**src/rtl/cdram_pkg.sv**
```systemverilog
package cdram_pkg;

  typedef enum logic [2:0] {
    ST_IDLE = 3'd0,
    ST_REF1 = 3'd1,
    ST_REF2 = 3'd2,
    ST_RD1  = 3'd3,
    ST_RD2  = 3'd4,
    ST_WR1  = 3'd5,
    ST_WR2  = 3'd6
  } ctrlState_t;

  typedef struct packed {
    logic ready;
    logic cs;
    logic oe;
    logic rowEn;
    logic colLat;
    logic we;
    logic refMode;
    logic rowSel;
    logic colSel;
  } pinSet_t;

  typedef struct packed {
    logic colSel;
  } muxStrobe_t;

  function automatic pinSet_t decodePins(ctrlState_t st, logic ph);
    pinSet_t p;
    p = '0;
    case (st)
      ST_IDLE: begin
        p.ready  = 1'b1;
        p.rowSel = 1'b1;
      end
      ST_REF1: begin
        p.refMode = 1'b1;
        p.rowEn   = ph;
      end
      ST_REF2: begin
        p.rowEn = ~ph;
      end
      ST_RD1: begin
        p.cs     = 1'b1;
        p.oe     = 1'b1;
        p.rowEn  = ph;
        p.rowSel = ~ph;
        p.colSel = ph;
      end
      ST_RD2: begin
        p.ready  = 1'b1;
        p.cs     = 1'b1;
        p.oe     = 1'b1;
        p.rowEn  = 1'b1;
        p.colSel = 1'b1;
      end
      ST_WR1: begin
        p.ready  = 1'b1;
        p.cs     = 1'b1;
        p.rowEn  = ph;
        p.we     = ph;
        p.rowSel = ~ph;
        p.colSel = ph;
      end
      ST_WR2: begin
        p.ready  = 1'b1;
        p.cs     = 1'b1;
        p.rowEn  = ~ph;
        p.colLat = ~ph;
        p.we     = ~ph;
        p.colSel = 1'b1;
      end
      default: p = '0;
    endcase
    return p;
  endfunction

endpackage

```
**src/rtl/cdram_ctrl_fsm.sv**
```systemverilog
module cdram_ctrl_fsm
  import cdram_pkg::*;
(
  input  logic       clk,
  input  logic       rstN,
  input  logic       hostReset,
  input  logic       busStrobe,
  input  logic       busRead,
  input  logic       refreshReq,
  output pinSet_t    pins,
  output muxStrobe_t muxCtl
);

  ctrlState_t state, stateNext, busNext;
  logic       phase;
  logic       refPending;
  logic       inAccess;
  logic       refWanted;
  pinSet_t    pinsNext;

  assign inAccess  = (state == ST_RD1) || (state == ST_RD2) ||
                     (state == ST_WR1) || (state == ST_WR2);
  assign refWanted = refreshReq || refPending;

  // State choice taken at the close of a bus cycle
  always_comb begin
    busNext = ST_IDLE;
    case (state)
      ST_IDLE: begin
        if (hostReset || refWanted)      busNext = ST_REF1;
        else if (busStrobe && !busRead)  busNext = ST_WR1;
        else if (busStrobe && busRead)   busNext = ST_RD1;
        else                             busNext = ST_IDLE;
      end
      ST_REF1: busNext = ST_REF2;
      ST_REF2: busNext = ST_IDLE;
      ST_RD1:  busNext = ST_RD2;
      ST_RD2: begin
        if (hostReset)                   busNext = ST_IDLE;
        else if (refWanted)              busNext = ST_REF1;
        else if (busStrobe && busRead)   busNext = ST_RD2;
        else                             busNext = ST_IDLE;
      end
      ST_WR1:  busNext = ST_WR2;
      ST_WR2: begin
        if (hostReset)                   busNext = ST_IDLE;
        else if (refWanted)              busNext = ST_REF1;
        else if (busStrobe && !busRead)  busNext = ST_WR1;
        else if (busStrobe && busRead)   busNext = ST_RD1;
        else                             busNext = ST_IDLE;
      end
      default: busNext = ST_IDLE;
    endcase
  end

  assign stateNext = phase ? busNext : state;
  assign pinsNext  = decodePins(stateNext, ~phase);

  always_ff @(posedge clk or negedge rstN) begin
    if (!rstN) begin
      state      <= ST_IDLE;
      phase      <= 1'b0;
      refPending <= 1'b0;
      pins       <= decodePins(ST_IDLE, 1'b0);
    end else begin
      state      <= stateNext;
      phase      <= ~phase;
      refPending <= (refPending && (state != ST_REF1)) ||
                    (refreshReq && inAccess);
      pins       <= pinsNext;
    end
  end

  assign muxCtl.colSel = pins.colSel;

endmodule

```
**src/rtl/cdram_addr_mux.sv**
```systemverilog
module cdram_addr_mux
  import cdram_pkg::*;
#(
  parameter int COL_BITS = 8,
  parameter int ROW_BITS = 11,
  localparam int ADDR_W  = COL_BITS + ROW_BITS,
  localparam int DIRECT  = ROW_BITS - COL_BITS
) (
  input  logic [ADDR_W-1:0]   busAddr,
  input  muxStrobe_t          muxCtl,
  output logic [COL_BITS-1:0] memAddrMux,
  output logic [DIRECT-1:0]   memAddrDirect
);

  for (genvar b = 0; b < COL_BITS; b++) begin : g_lane
    assign memAddrMux[b] = muxCtl.colSel ? busAddr[b] : busAddr[COL_BITS + b];
  end

  assign memAddrDirect = busAddr[ADDR_W-1 -: DIRECT];

endmodule

```
**src/rtl/cdram_bus_ctrl.sv**
```systemverilog
module cdram_bus_ctrl
  import cdram_pkg::*;
#(
  parameter int COL_BITS = 8,
  parameter int ROW_BITS = 11,
  localparam int ADDR_W  = COL_BITS + ROW_BITS,
  localparam int DIRECT  = ROW_BITS - COL_BITS
) (
  input  logic                clk,
  input  logic                rstN,
  input  logic                hostReset,
  input  logic                busStrobe,
  input  logic                busRead,
  input  logic [ADDR_W-1:0]   busAddr,
  input  logic                refreshReq,
  output logic                procReady,
  output logic                chipSelect,
  output logic                rowEnable,
  output logic                colLatch,
  output logic                writeEnable,
  output logic                outEnable,
  output logic                refreshMode,
  output logic                rowSelect,
  output logic                colSelect,
  output logic [COL_BITS-1:0] memAddrMux,
  output logic [DIRECT-1:0]   memAddrDirect
);

  pinSet_t    pins;
  muxStrobe_t muxCtl;

  cdram_ctrl_fsm u_fsm (
    .clk        (clk),
    .rstN       (rstN),
    .hostReset  (hostReset),
    .busStrobe  (busStrobe),
    .busRead    (busRead),
    .refreshReq (refreshReq),
    .pins       (pins),
    .muxCtl     (muxCtl)
  );

  cdram_addr_mux #(.COL_BITS(COL_BITS), .ROW_BITS(ROW_BITS)) u_mux (
    .busAddr       (busAddr),
    .muxCtl        (muxCtl),
    .memAddrMux    (memAddrMux),
    .memAddrDirect (memAddrDirect)
  );

  assign procReady   = pins.ready;
  assign chipSelect  = pins.cs;
  assign rowEnable   = pins.rowEn;
  assign colLatch    = pins.colLat;
  assign writeEnable = pins.we;
  assign outEnable   = pins.oe;
  assign refreshMode = pins.refMode;
  assign rowSelect   = pins.rowSel;
  assign colSelect   = pins.colSel;

endmodule

```
**config.mk**
```make
export PLATFORM = sky130hd
export DESIGN_NAME = cdram_bus_ctrl
export DESIGN_NICKNAME = d
export VERILOG_FILES = /design/src/rtl/cdram_pkg.sv /design/src/rtl/cdram_ctrl_fsm.sv /design/src/rtl/cdram_addr_mux.sv /design/src/rtl/cdram_bus_ctrl.sv
export SDC_FILE = /design/constraint.sdc
export NUM_CORES = 1
export LEC_CHECK = 0
export ABC_AREA = 0
export BUFFER_PORTS_ARGS = -buffer_cell sky130_fd_sc_hd__buf_2
export CORE_MARGIN = 2
export CORE_UTILIZATION = 30
export DETAILED_ROUTE_END_ITERATION = 8
export GPL_TIMING_DRIVEN = 1
export SLEW_MARGIN = 30
export SYNTH_ARGS = -nofsm -noshare
export SYNTH_HDL_FRONTEND = slang
export SYNTH_SLANG_ARGS = --single-unit
```
**constraint.sdc**
```tcl
create_clock -name clk -period 2 [get_ports clk]
set_input_delay 0.3 -clock clk [delete_from_list [all_inputs] [get_ports clk]]
set_output_delay 0.3 -clock clk [all_outputs]
set_load 0.05 [all_outputs]
```
==> results by group, run 1 <==
STA
  • Relative slew slack: roughly two thirds
  • Setup TNS: 0 ns
  • Worst clock skew: about 0.0006 ns
  • Hold Vio Cnt, Final: 0
  • Unrepaired setup endpoints after global routing: no
  • Max Slew Vio Count: 0
  • Setup Viol. Count Final: 0
  • Slew @ Worst Pin: around 0.5 ns
  • Final period utilization: about nine tenths
  • FMAX: approximately 0.55 GHz
  • Post-route minimum period: roughly 1.8 ns

Min path
  • Worst hold path type: input port to register
  • Hold path start: refreshReq
  • Hold EP: u_fsm.refPending
  • Worst Hold Depth: 3

Synth
  • Post-Syn Area: 930 um2
  • Synth Area in Compound Gates: between 20% and 30%
  • Adder-Cell Fraction of Synth Area: 0%
  • Seq/Total Area, Yosys: between 30 and 40%
  • Yosys reg bits: 14
  • Xor/xnor share of the synthesized area: roughly 2.8%
  • Post-Syn Instances: 99
  • Post-synthesis simple-gate area fraction: between 15 and 20%
  • Post-synth cell types: 37
  • Ys Warns: 0
  • Avg Cell Area, Syn: between 9 and 10 um2
  • Mux contribution to synthesized area: around a tenth
  • Syn Nets: roughly 120
  • Largest family of logic cells by synthesized area: compound AO/OA/AOI/OAI gates

Pwr
  • P_sw: about 0.96 mW
  • Switching share of power: between 50 and 60%
  • Power, Total: 1.83 mW
  • Clock power share: 11.4%
  • LEAKAGE: between 0.5 and 0.6 nW
  • Pwr dens: 1560 nW/um2
  • Peak supply drop: 0.376 mV
  • Pint: 0.866 mW
  • Reg power frac: about 30%
  • Comb power frac: slightly below 60%

Routing
  • DR vias: a little over 900
  • DRT antenna net count: 0
  • Final wirelength: between 2000 and 2500 um
  • Avg WL per Cell: 14.1 um
  • Vias per cell: roughly 5.5
  • DRC Markers: 0
  • DR iter-0 viols: 21
  • Pre-antenna DRT Iters: 4

Die
  • Initial Util: between 30% and 40%
  • CORE AREA: 3000 um2
  • Row count: 20
  • Die Y: around 60 um
  • Die W: approximately 60 um
  • I/O Pins: 45
  • Die area: 3560 um2

Worst setup path
  • R2R Path Start: u_fsm.state[2]
  • Crit-path slowest cell: dfrtp_1
  • Flop2flop setup slack: roughly 0.17 ns
  • Worst reg2reg path depth: 5
  • Crit-path cells: inv_1 -> o41ai_1 -> a311oi_1 -> nand2_1 -> o21ai_0
  • Crit end category: register
  • Critical path class: register to register
  • Max incr delay on CP: 0.66 ns
  • Crit path required time: approximately 2.1 ns
  • CP Data Arrival Time: 1.97 ns
  • Reg-to-Reg End: u_fsm.muxCtl
  • Crit-path max FO: 15
  • Startpoint Class: register

Clocking
  • H-tree depth: 1
  • CTS clk-pin slew, worst paths: 0.09 ns
  • Total CTS buffers: 3
  • Clock buffer depth: 2
  • CTS tree: done
  • Hold_buf cts: 1
  • Worst skew pair latency: just under 0.3 ns
  • Post-CTS Repair Setup Buffers: 0
  • Root Buffer: clkbuf_4
  • Clock Sink Count: 14
  • # resized after CTS: 0

Placed design
  • Dpl hpwl: roughly 1800 um
  • Placer Congestion: between 0.9 and 1
  • Port bufs: 38
  • Placed cells: 162

GRT
  • Global-route wire length before repair: ~3700 um
  • Largest net degree at the start of global routing: 17
  • Initial antenna violation count: 0
  • Global-route usage over all layers: between 10% and 20%
  • Global route total overflow: 0
  • Vias in the first global route: between 800 and 900

Layout
  • Final core occ: 39.0%
  • Non-filler instance count after layout: ~170
  • Fin nets: 160
  • Layout area overhead: 26.1%
  • Share of layout cells above drive strength 1: between 40% and 50%
  • Ant diodes: 0

Outcome
  • Status: completed

Job
  • Max Cap Viol: 0
==> how the worst max path moves through the flow <==
stage | from | endpoint | cells past startpoint
finish | u_fsm.state[2] | u_fsm.muxCtl | 5
global route | u_fsm.refPending | u_fsm.pins[6] | 5
CTS | u_fsm.refPending | u_fsm.pins[8] | 5
detailed placement | u_fsm.refPending | u_fsm.pins[7] | 5
global placement | refreshReq | u_fsm.pins[6] | 6
floorplan | u_fsm.muxCtl | memAddrMux[0] | 2
==> power by group through the flow <==
stage	clock network, mW	logic (mW)	registers, mW
global route	0.225	1.17	0.557
floorplan	0	0.712	0.683
CTS	0.211	1.08	0.536
detailed placement	0	1.08	0.541
finish	0.208	1.08	0.538
global placement	0	1.07	0.533
==> flip-flops by register name (all words and copies together) (netlist names) <==
| signal | cells |
|---|---|
| u_fsm.state | 3 |
| u_fsm.refPending | 1 |
| u_fsm.phase | 1 |
| u_fsm.muxCtl | 1 |
| u_fsm.pins | 8 |
==> layout by cell type (no fill, tap or decap), types with 3 or more instances in the layout <==
master | Yosys | final
dfrtp_1 | 12 | 12
mux2_2 | 8 | 8
nor3_1 | 4 | 4
a31oi_1 | 5 | 5
buf_2 | 1 | 38
inv_1 | 4 | 4
nand2_1 | 8 | 8
clkbuf_4 | 0 | 3
a21oi_1 | 4 | 4
nor2_1 | 5 | 5
nand4_1 | 3 | 3
o21ai_0 | 7 | 7
==> worst max-delay path: cells and delay by family (launching register included) <==
family,cells,cell delay (ns)
flip-flops,1,0.66
buffers and inverters,1,0.28
AND/OR/NAND/NOR,1,0.08
AO/OA/AOI/OAI,3,0.65
==> cells in the mapped netlist <==
cell type | n | share of area, %
nor4bb_1 | 1 | 1.1
a21o_2 | 1 | 0.94
xnor2_1 | 2 | 1.9
nor4b_4 | 1 | 2.6
and3b_1 | 1 | 0.94
nor3_1 | 4 | 2.2
a211oi_1 | 1 | 0.81
and3_1 | 2 | 1.3
dfstp_2 | 2 | 5.7
nor2_1 | 5 | 2.0
o41ai_1 | 1 | 0.94
a21oi_1 | 4 | 2.2
nand2b_1 | 2 | 1.3
buf_4 | 3 | 2.4
nor2b_1 | 2 | 1.3
mux2_2 | 8 | 9.7
o21ai_1 | 1 | 0.54
a311oi_1 | 1 | 0.94
a41oi_1 | 1 | 0.94
xor2_1 | 1 | 0.94
nand4_1 | 3 | 2.0
nand2_1 | 8 | 3.2
dfrtp_1 | 12 | 32
nand3_1 | 1 | 0.54
buf_2 | 1 | 0.54
o21ai_0 | 7 | 3.8
a22oi_1 | 1 | 0.81
a21oi_4 | 1 | 1.8
inv_1 | 4 | 1.6
o22ai_4 | 1 | 2.2
nand2_2 | 1 | 0.67
nor4_1 | 1 | 0.67
clkbuf_1 | 6 | 2.4
a221oi_2 | 1 | 1.6
o22ai_1 | 1 | 0.67
a31oi_1 | 5 | 3.4
o221a_2 | 1 | 1.2
==> layout make-up <==
type | count | area [um2]
multi-input combinational | 71 | 512
timing repair buffer | 41 | 215
inverter | 4 | 15.0
sequential | 14 | 353
clock buffer | 4 | 36.3
tap | 33 | 41.3
fill | 317 | 1830
==> metrics by stage <==
stage / setup slack, ns / instance area, um2 / hold WS, ns
floorplan: 0.268 / 930 / 0.00441
global route: 0.0310 / 1170 / 0.408
finish: 0.171 / 1170 / 0.365
detailed placement: 0.203 / 1130 / 0.218
global placement: 0.252 / 1130 / 0.213
CTS: 0.199 / 1170 / 0.358
==> metal layers <==
metal	up-vias	GRT usage [%]	wire length [um]
met5	-	0	0
li1	432	-	-
met2	57	24.1	1100
met3	5	2.81	259
met1	418	16.7	951
met4	0	5.71	38
==> logic make-up (layout without fill, tap and decap cells) <==
| kind of cell | after synthesis | count (layout) |
|---|---|---|
| compound gates | 28 | 28 |
| xor+xnor | 3 | 3 |
| buf+inv | 14 | 49 |
| flops | 14 | 14 |
| mux | 8 | 8 |
| simple gates | 32 | 32 |
Power figures use the tool's default switching activity.
==> run 2: changes to the inputs <==
Settings changed: HOLD_SLACK_MARGIN set to 0.03.
Clock period 2 ns to 1.7 ns, I/O delays scaled along.
==> run 2 against run 1 <==
Wire length barely moved; sequential power up 16%; non-clock buffer count up 7; largest power group unchanged; fmax increased by 14%; sequential share of layout area shrank 1.5 points; clock skew increased by 0.0061 ns; cell count up 4.2%; critical path depth increased by 1; sequential cell count unchanged; global-route usage fell by 0.21 points; register-to-register slack got worse by 0.07 ns; largest cell class unchanged.
==> results by group, run 2 (synthesis gave the netlist of run 1 again) <==
Pwr
  • Pint: 1.10 mW (+27%)
  • Clock power share: 10.3% (-1.1 points)
  • P_sw: 1.15 mW (+19%)
  • Pwr dens: 1800 nW/um2 (+16%)
  • LEAKAGE: 0.587 nW (+6.9%)
  • Comb power frac: 61.9% (+2.7 points)
  • Reg power frac: 27.8% (-1.6 points)
  • Switching share of power: 51.0% (-1.6 points)
  • Peak supply drop: 0.623 mV (+66%)

Worst setup path
  • Crit path required time: 1.86 ns (-0.28 ns)
  • Startpoint Class: register
  • Critical path class: register to register
  • CP Data Arrival Time: 1.77 ns (-0.20 ns)
  • Crit end category: register
  • Crit-path max FO: 7 (-8)

Routing
  • Final wirelength: 2350 um (about the same)
  • DRT antenna net count: 0 (unchanged)
  • DRC Markers: 0 (unchanged)
  • DR vias: 925 (+1.4%)
  • Vias per cell: 5.32 (-2.7%)
  • Avg WL per Cell: 13.5 um (-4.1%)
  • DR iter-0 viols: 13 (-38%)
  • Pre-antenna DRT Iters: 4 (unchanged)

STA
  • Final period utilization: 94.4% (+2.9 points)
  • Post-route minimum period: 1.60 ns (-0.225 ns)
  • Worst clock skew: 0.00672 ns (+0.00613 ns)
  • Worst setup margin: 0.0958 ns (-0.0748 ns)
  • Max Slew Vio Count: 0 (unchanged)
  • Hold Vio Cnt, Final: 0 (unchanged)
  • Setup Viol. Count Final: 0 (unchanged)
  • Relative slew slack: 69.7% (+3.5 points)
  • FMAX: 0.623 GHz (+14%)
  • Slew @ Worst Pin: 0.455 ns (-0.0497 ns)
  • Setup TNS: 0 ns (unchanged)

GRT
  • Global-route wire length before repair: 3700 um (-0.19%)
  • Initial antenna violation count: 0 (unchanged)
  • Largest net degree at the start of global routing: 16 (-1)
  • Global route total overflow: 0 (unchanged)
  • Vias in the first global route: 875 (+2.6%)
  • Global-route usage over all layers: 13.7% (-0.21 points)

Layout
  • Most frequent cells in the layout: 38 x buf_2, 9 x buf_4, 9 x dfrtp_1, 8 x nand2_1, 8 x mux2_2
  • Final core occ: 41.5% (+2.5 points)
  • Layout area overhead: 34.2%
  • Max reg flops: 8 (unchanged)
  • Most common cell after layout, fill and taps aside: buf_2
  • Final instance area: 1250 um2 (+6.4%)
  • Ant diodes: 0 (unchanged)
  • Biggest regs: u_fsm.pins (8), u_fsm.state (3)
  • Share of layout cells above drive strength 1: 52.5% (+7.0 points)
  • Fin nets: 167 (+4.4%)
  • Largest Register: u_fsm.pins

Die
  • Initial Util: 31.0% (unchanged)
  • Die area: 3560 um2 (unchanged)
  • I/O Pins: 45 (unchanged)
  • Die Y: 59.7 um (unchanged)
  • CORE AREA: 3000 um2 (unchanged)
  • Die W: 59.7 um (unchanged)
  • Row count: 20 (unchanged)

Clocking
  • Total CTS buffers: 3 (unchanged)
  • CTS clk-pin slew, worst paths: 0.08 ns (about the same)
  • Worst skew pair latency: 0.28 ns (about the same)
  • Clock Sink Count: 14 (unchanged)
  • Clock buffer depth: 2 (unchanged)
  • H-tree depth: 1 (unchanged)
  • Root Buffer: clkbuf_4
  • CTS tree: done

Job
  • Max Cap Viol: 0 (unchanged)

Placed design
  • Post-place setup slack: 0.00635 ns (-0.197 ns)
  • Dpl hpwl: 1880 um (+5.7%)
  • DP Area: 1170 um2 (+4.0%)
  • Port bufs: 38 (unchanged)
  • Placer Congestion: 0.852 (-10%)

Outcome
  • Status: completed

Min path
  • Worst hold path type: input port to register
[run 2: changes by cell type in the layout (fill, tap and decap cells not counted), sizes merged]
| cell | previous run | this run |
|---|---|---|
| buf | 40 | 47 |
[run 2: worst max-delay path, stage by stage, from the launching register on]
cell	delay, ns
dfrtp_2	0.46
nor4b_4	0.25
buf_4	0.19
a31oi_1	0.15
o22ai_4	0.23
nand2_2	0.08
xnor2_1	0.13
[run 2: final cells by class]
class / count / area, um2
repair buffers: 48 / 268
inverters: 4 / 15.0
flip-flops and latches: 14 / 357
clock buffers: 4 / 36.3
well taps: 33 / 41.3
multi-input cells: 71 / 531
fillers: 305 / 1760
[run 2: stage by stage]
stage / std cells / power (mW) / hold WS [ns]
final: 174 / 2.25 / 0.328
after global routing: 174 / 2.41 / 0.313
after CTS: 173 / 2.22 / 0.330
after detailed placement: 168 / 1.99 / 0.167
after global placement: 168 / 1.97 / 0.167
after floorplan: 99 / 1.64 / -0.0406
[run 2: worst paths after layout]
check                                       from  cells after the start                to  slack, ns
worst max-delay path            u_fsm.refPending                      6     u_fsm.pins[7]        0.1
worst min-delay path                  refreshReq                      3  u_fsm.refPending       0.33
worst max register to register  u_fsm.refPending                      6     u_fsm.pins[7]        0.1
worst min register to register  u_fsm.refPending                      2  u_fsm.refPending       0.67
max in group asynchronous                   rstN                      2     u_fsm.pins[8]       1.03
min in group asynchronous                   rstN                      2     u_fsm.pins[2]       0.39
[run 2: layer usage]
layer / vias to the layer above / track usage [%] / part of all wire, %
met5: - / 0 / 0
li1: 444 / - / -
met1: 430 / 16.3 / 42
met3: 4 / 2.81 / 8.3
met4: 0 / 4.76 / 1.3
met2: 47 / 24.4 / 48
[run 2: timing repair]
item                       CTS  global route
cloned                       0             0
hold buffers                 1             0
hold endpoints to repair    12             0
resized for setup            0             6
buffers inserted             0             1
pin swaps                    1             1
setup endpoints to repair    2            14
[run 2: power by group through the flow]
stage          logic, mW  clock network (mW)  registers (mW)
5_1_grt             1.50               0.265           0.646
3_5_place_dp        1.37                   0           0.620
4_1_cts             1.37               0.238           0.615
2_1_floorplan      0.837                   0           0.803
6_report            1.39               0.232           0.625
3_3_place_gp        1.36                   0           0.615
==> run 3: changes to the inputs <==
Settings changed: ABC_AREA 0 to 1, CORE_UTILIZATION 30 to 44, PLACE_DENSITY set to 0.78.
==> run 3 against run 2 <==
Fmax is 1.8% higher; sequential cell count stayed put; core utilization is 17 points higher; synthesized cell count is 3.0% higher; via count is 11% lower; area after synthesis is 7.3% lower; combinational power is 4% lower.
==> results by group, run 3 <==
STA
  • Unrepaired setup endpoints after global routing: no
  • Setup TNS: 0 ns (unchanged)
  • WHS: 0.212 ns (-0.116 ns)
  • Hold Vio Cnt, Final: 0 (unchanged)
  • Final period utilization: 92.7% (-1.7 points)
  • Max Slew Vio Count: 0 (unchanged)
  • Slew @ Worst Pin: 0.306 ns (-0.149 ns)
  • Setup Viol. Count Final: 0 (unchanged)
  • Post-route minimum period: 1.58 ns (-0.0281 ns)
  • Relative slew slack: 79.6% (+9.9 points)
  • FMAX: 0.634 GHz (+1.8%)
  • Worst clock skew: 0.00593 ns (-0.000795 ns)

Placed design
  • Dpl hpwl: 1580 um (-16%)
  • Placed cells: 163 (-3.0%)
  • Placer Congestion: 0.779 (-8.5%)
  • Port bufs: 38 (unchanged)

Clocking
  • Root Buffer: clkbuf_4
  • Clock Sink Count: 14 (unchanged)
  • Worst skew pair latency: 0.28 ns (about the same)
  • Total CTS buffers: 3 (unchanged)
  • Post-CTS Repair Setup Buffers: 0 (unchanged)
  • CTS tree: done
  • Clock buffer depth: 2 (unchanged)
  • H-tree depth: 1 (unchanged)
  • CTS clk-pin slew, worst paths: 0.09 ns (about the same)

Job
  • Max Cap Viol: 0 (unchanged)

Layout
  • Ant diodes: 0 (unchanged)
  • Final core occ: 58.2% (+17 points)
  • Share of layout cells above drive strength 1: 49.6% (-2.8 points)
  • Fin nets: 167 (unchanged)
  • Non-filler instance count after layout: 168 (-3.4%)
  • Most frequent cells in the layout: 38 x buf_2, 27 x nand2_1, 11 x dfrtp_1
  • Fill cell count: 161 (-47%)
  • Max reg flops: 8 (unchanged)
  • Layout area overhead: 28.4%
  • Biggest regs: u_fsm.pins (8), u_fsm.state (3)
  • Largest Register: u_fsm.pins
  • Most common cell after layout, fill and taps aside: buf_2

Synth
  • Post-synth EDFFs: 0 (unchanged)
  • Post-synth cell types: 22 (-41%)
  • Ranking of synthesized cells by area: dfrtp_1 35%, nand2_1 12%, mux2_1 10%
  • Cell with the most instances after synthesis: nand2_1
  • Async S/R FF share, synth: 100% (unchanged)
  • Avg Cell Area, Syn: 8.45 um2 (-10%)
  • Post-Syn Instances: 102 (+3.0%)
  • Post-Syn Area: 862 um2 (-7.3%)
  • Syn Nets: 127 (+2.4%)
  • Yosys top cell by area: dfrtp_1
  • Yosys reg bits: 14 (unchanged)
  • Seq/Total Area, Yosys: 40.9% (+3.0 points)
  • Yosys top cell area share: 34.8% (+2.5 points)
  • Post-synth top cells: 27 x nand2_1, 12 x dfrtp_1, 8 x mux2_1, 8 x nand2_2, 8 x nand3_1
  • Post-synth top flop: dfrtp_1
  • Ys Warns: 0 (unchanged)

Worst setup path
  • CP Data Arrival Time: 1.32 ns (-0.45 ns)
  • Crit-path slowest cell: dfrtp_2
  • Crit-path cells: mux2_1 -> buf_2
  • Startpoint Class: register
  • Crit path required time: 1.44 ns (-0.42 ns)
  • Critical path class: register to output pin
  • Max incr delay on CP: 0.49 ns (+0.03 ns)
  • Crit end category: output pin
  • Crit-path max FO: 9 (+2)

Pwr
  • LEAKAGE: 0.603 nW (+2.7%)
  • Clock power share: 11.2% (+0.9 points)
  • Pwr dens: 1950 nW/um2 (+8.1%)
  • Comb power frac: 62.3% (+0.4 points)
  • Reg power frac: 26.5% (-1.3 points)
  • Peak supply drop: 0.895 mV (+44%)
  • Power, Total: 2.16 mW (-4.0%)
  • Pint: 0.982 mW (-11%)
  • Switching share of power: 54.5% (+3.5 points)
  • P_sw: 1.18 mW (+2.6%)

GRT
  • Largest net degree at the start of global routing: 15 (-1)
  • GR Util met3: 3.33% (+0.52 points)
  • Global route total overflow: 0 (unchanged)
  • Initial antenna violation count: 0 (unchanged)
  • Global-route usage over all layers: 17.7% (+3.9 points)
  • Global-route wire length before repair: 2860 um (-23%)
  • Met2 GRT Util: 33.7% (+9.3 points)
  • Gr busiest metal: met2
  • Met1 usage in global routing: 20.3% (+4.1 points)
  • Vias in the first global route: 707 (-19%)

Die
  • Die W: 48.3 um (-19%)
  • Die area: 2330 um2 (-35%)
  • I/O Pins: 45 (unchanged)
  • Initial Util: 45.3% (+14 points)
  • CORE AREA: 1900 um2 (-37%)
  • Row count: 16 (-20%)
  • Die Y: 48.3 um (-19%)

Routing
  • Avg WL per Cell: 11.8 um (-13%)
  • DRT antenna net count: 0 (unchanged)
  • DR vias: 821 (-11%)
  • DR iter-0 viols: 17 (+4)
  • Pre-antenna DRT Iters: 4 (unchanged)
  • DRC Markers: 0 (unchanged)
  • Final wirelength: 1970 um (-16%)
  • Vias per cell: 4.89 (-8.1%)

Outcome
  • Status: completed

Min path
  • Worst hold path type: input port to register
[run 3: cell families after synthesis]
family,share of synthesized area (%)
compound gates,4.79
buf+inv,7.84
flops,40.9
mux,10.5
simple gates,36.0
[run 3: timing repair]
action	in CTS	in global routing
resized for setup	0	0
hold buffers	1	0
hold endpoints to repair	12	0
[run 3: critical path: cells and delay by family (launching register included)]
kind	cells	cell delay [ns]
buf+inv	1	0.22
flops	1	0.49
mux	1	0.34
[run 3: metal layers]
layer  routed length [um]  share of wire [%]
met5                    0                  0
met4                    4               0.20
met2                 1010                 51
met1                  773                 39
met3                  187                9.5
[run 3: final cells by class]
cell class | instances | area (um2) | area share [%]
inverter | 11 | 41.3 | 3.73
timing repair buffer | 39 | 200 | 18.1
sequential | 14 | 354 | 32.0
tap | 27 | 33.8 | 3.05
multi-input combinational | 73 | 442 | 39.9
clock buffer | 4 | 36.3 | 3.28
[run 3: worst paths after layout]
path,slack [ns],from,endpoint,cells after the start
hold / removal,0.21,refreshReq,u_fsm.refPending,2
setup / recovery,0.12,u_fsm.muxCtl,memAddrMux[4],2
hold reg to reg,0.54,u_fsm.refPending,u_fsm.refPending,1
setup reg to reg,0.18,u_fsm.state[1],u_fsm.pins[1],11
min in group asynchronous,0.40,rstN,u_fsm.pins[5],2
max in group asynchronous,1.02,rstN,u_fsm.pins[8],2
[run 3: power groups by stage]
stage / Combinational, mW / Sequential (mW) / Clock [mW]
after floorplan: 0.869 / 0.800 / 0
after global placement: 1.31 / 0.568 / 0
after detailed placement: 1.34 / 0.574 / 0
after CTS: 1.34 / 0.571 / 0.238
after global routing: 1.47 / 0.588 / 0.254
final: 1.34 / 0.572 / 0.241
[run 3: through the flow]
step,instance area [um2],setup WS [ns]
4_1_cts,1110,0.126
3_3_place_gp,1060,0.272
6_report,1110,0.124
3_5_place_dp,1060,0.221
5_1_grt,1110,0.0632
2_1_floorplan,863,0.0645
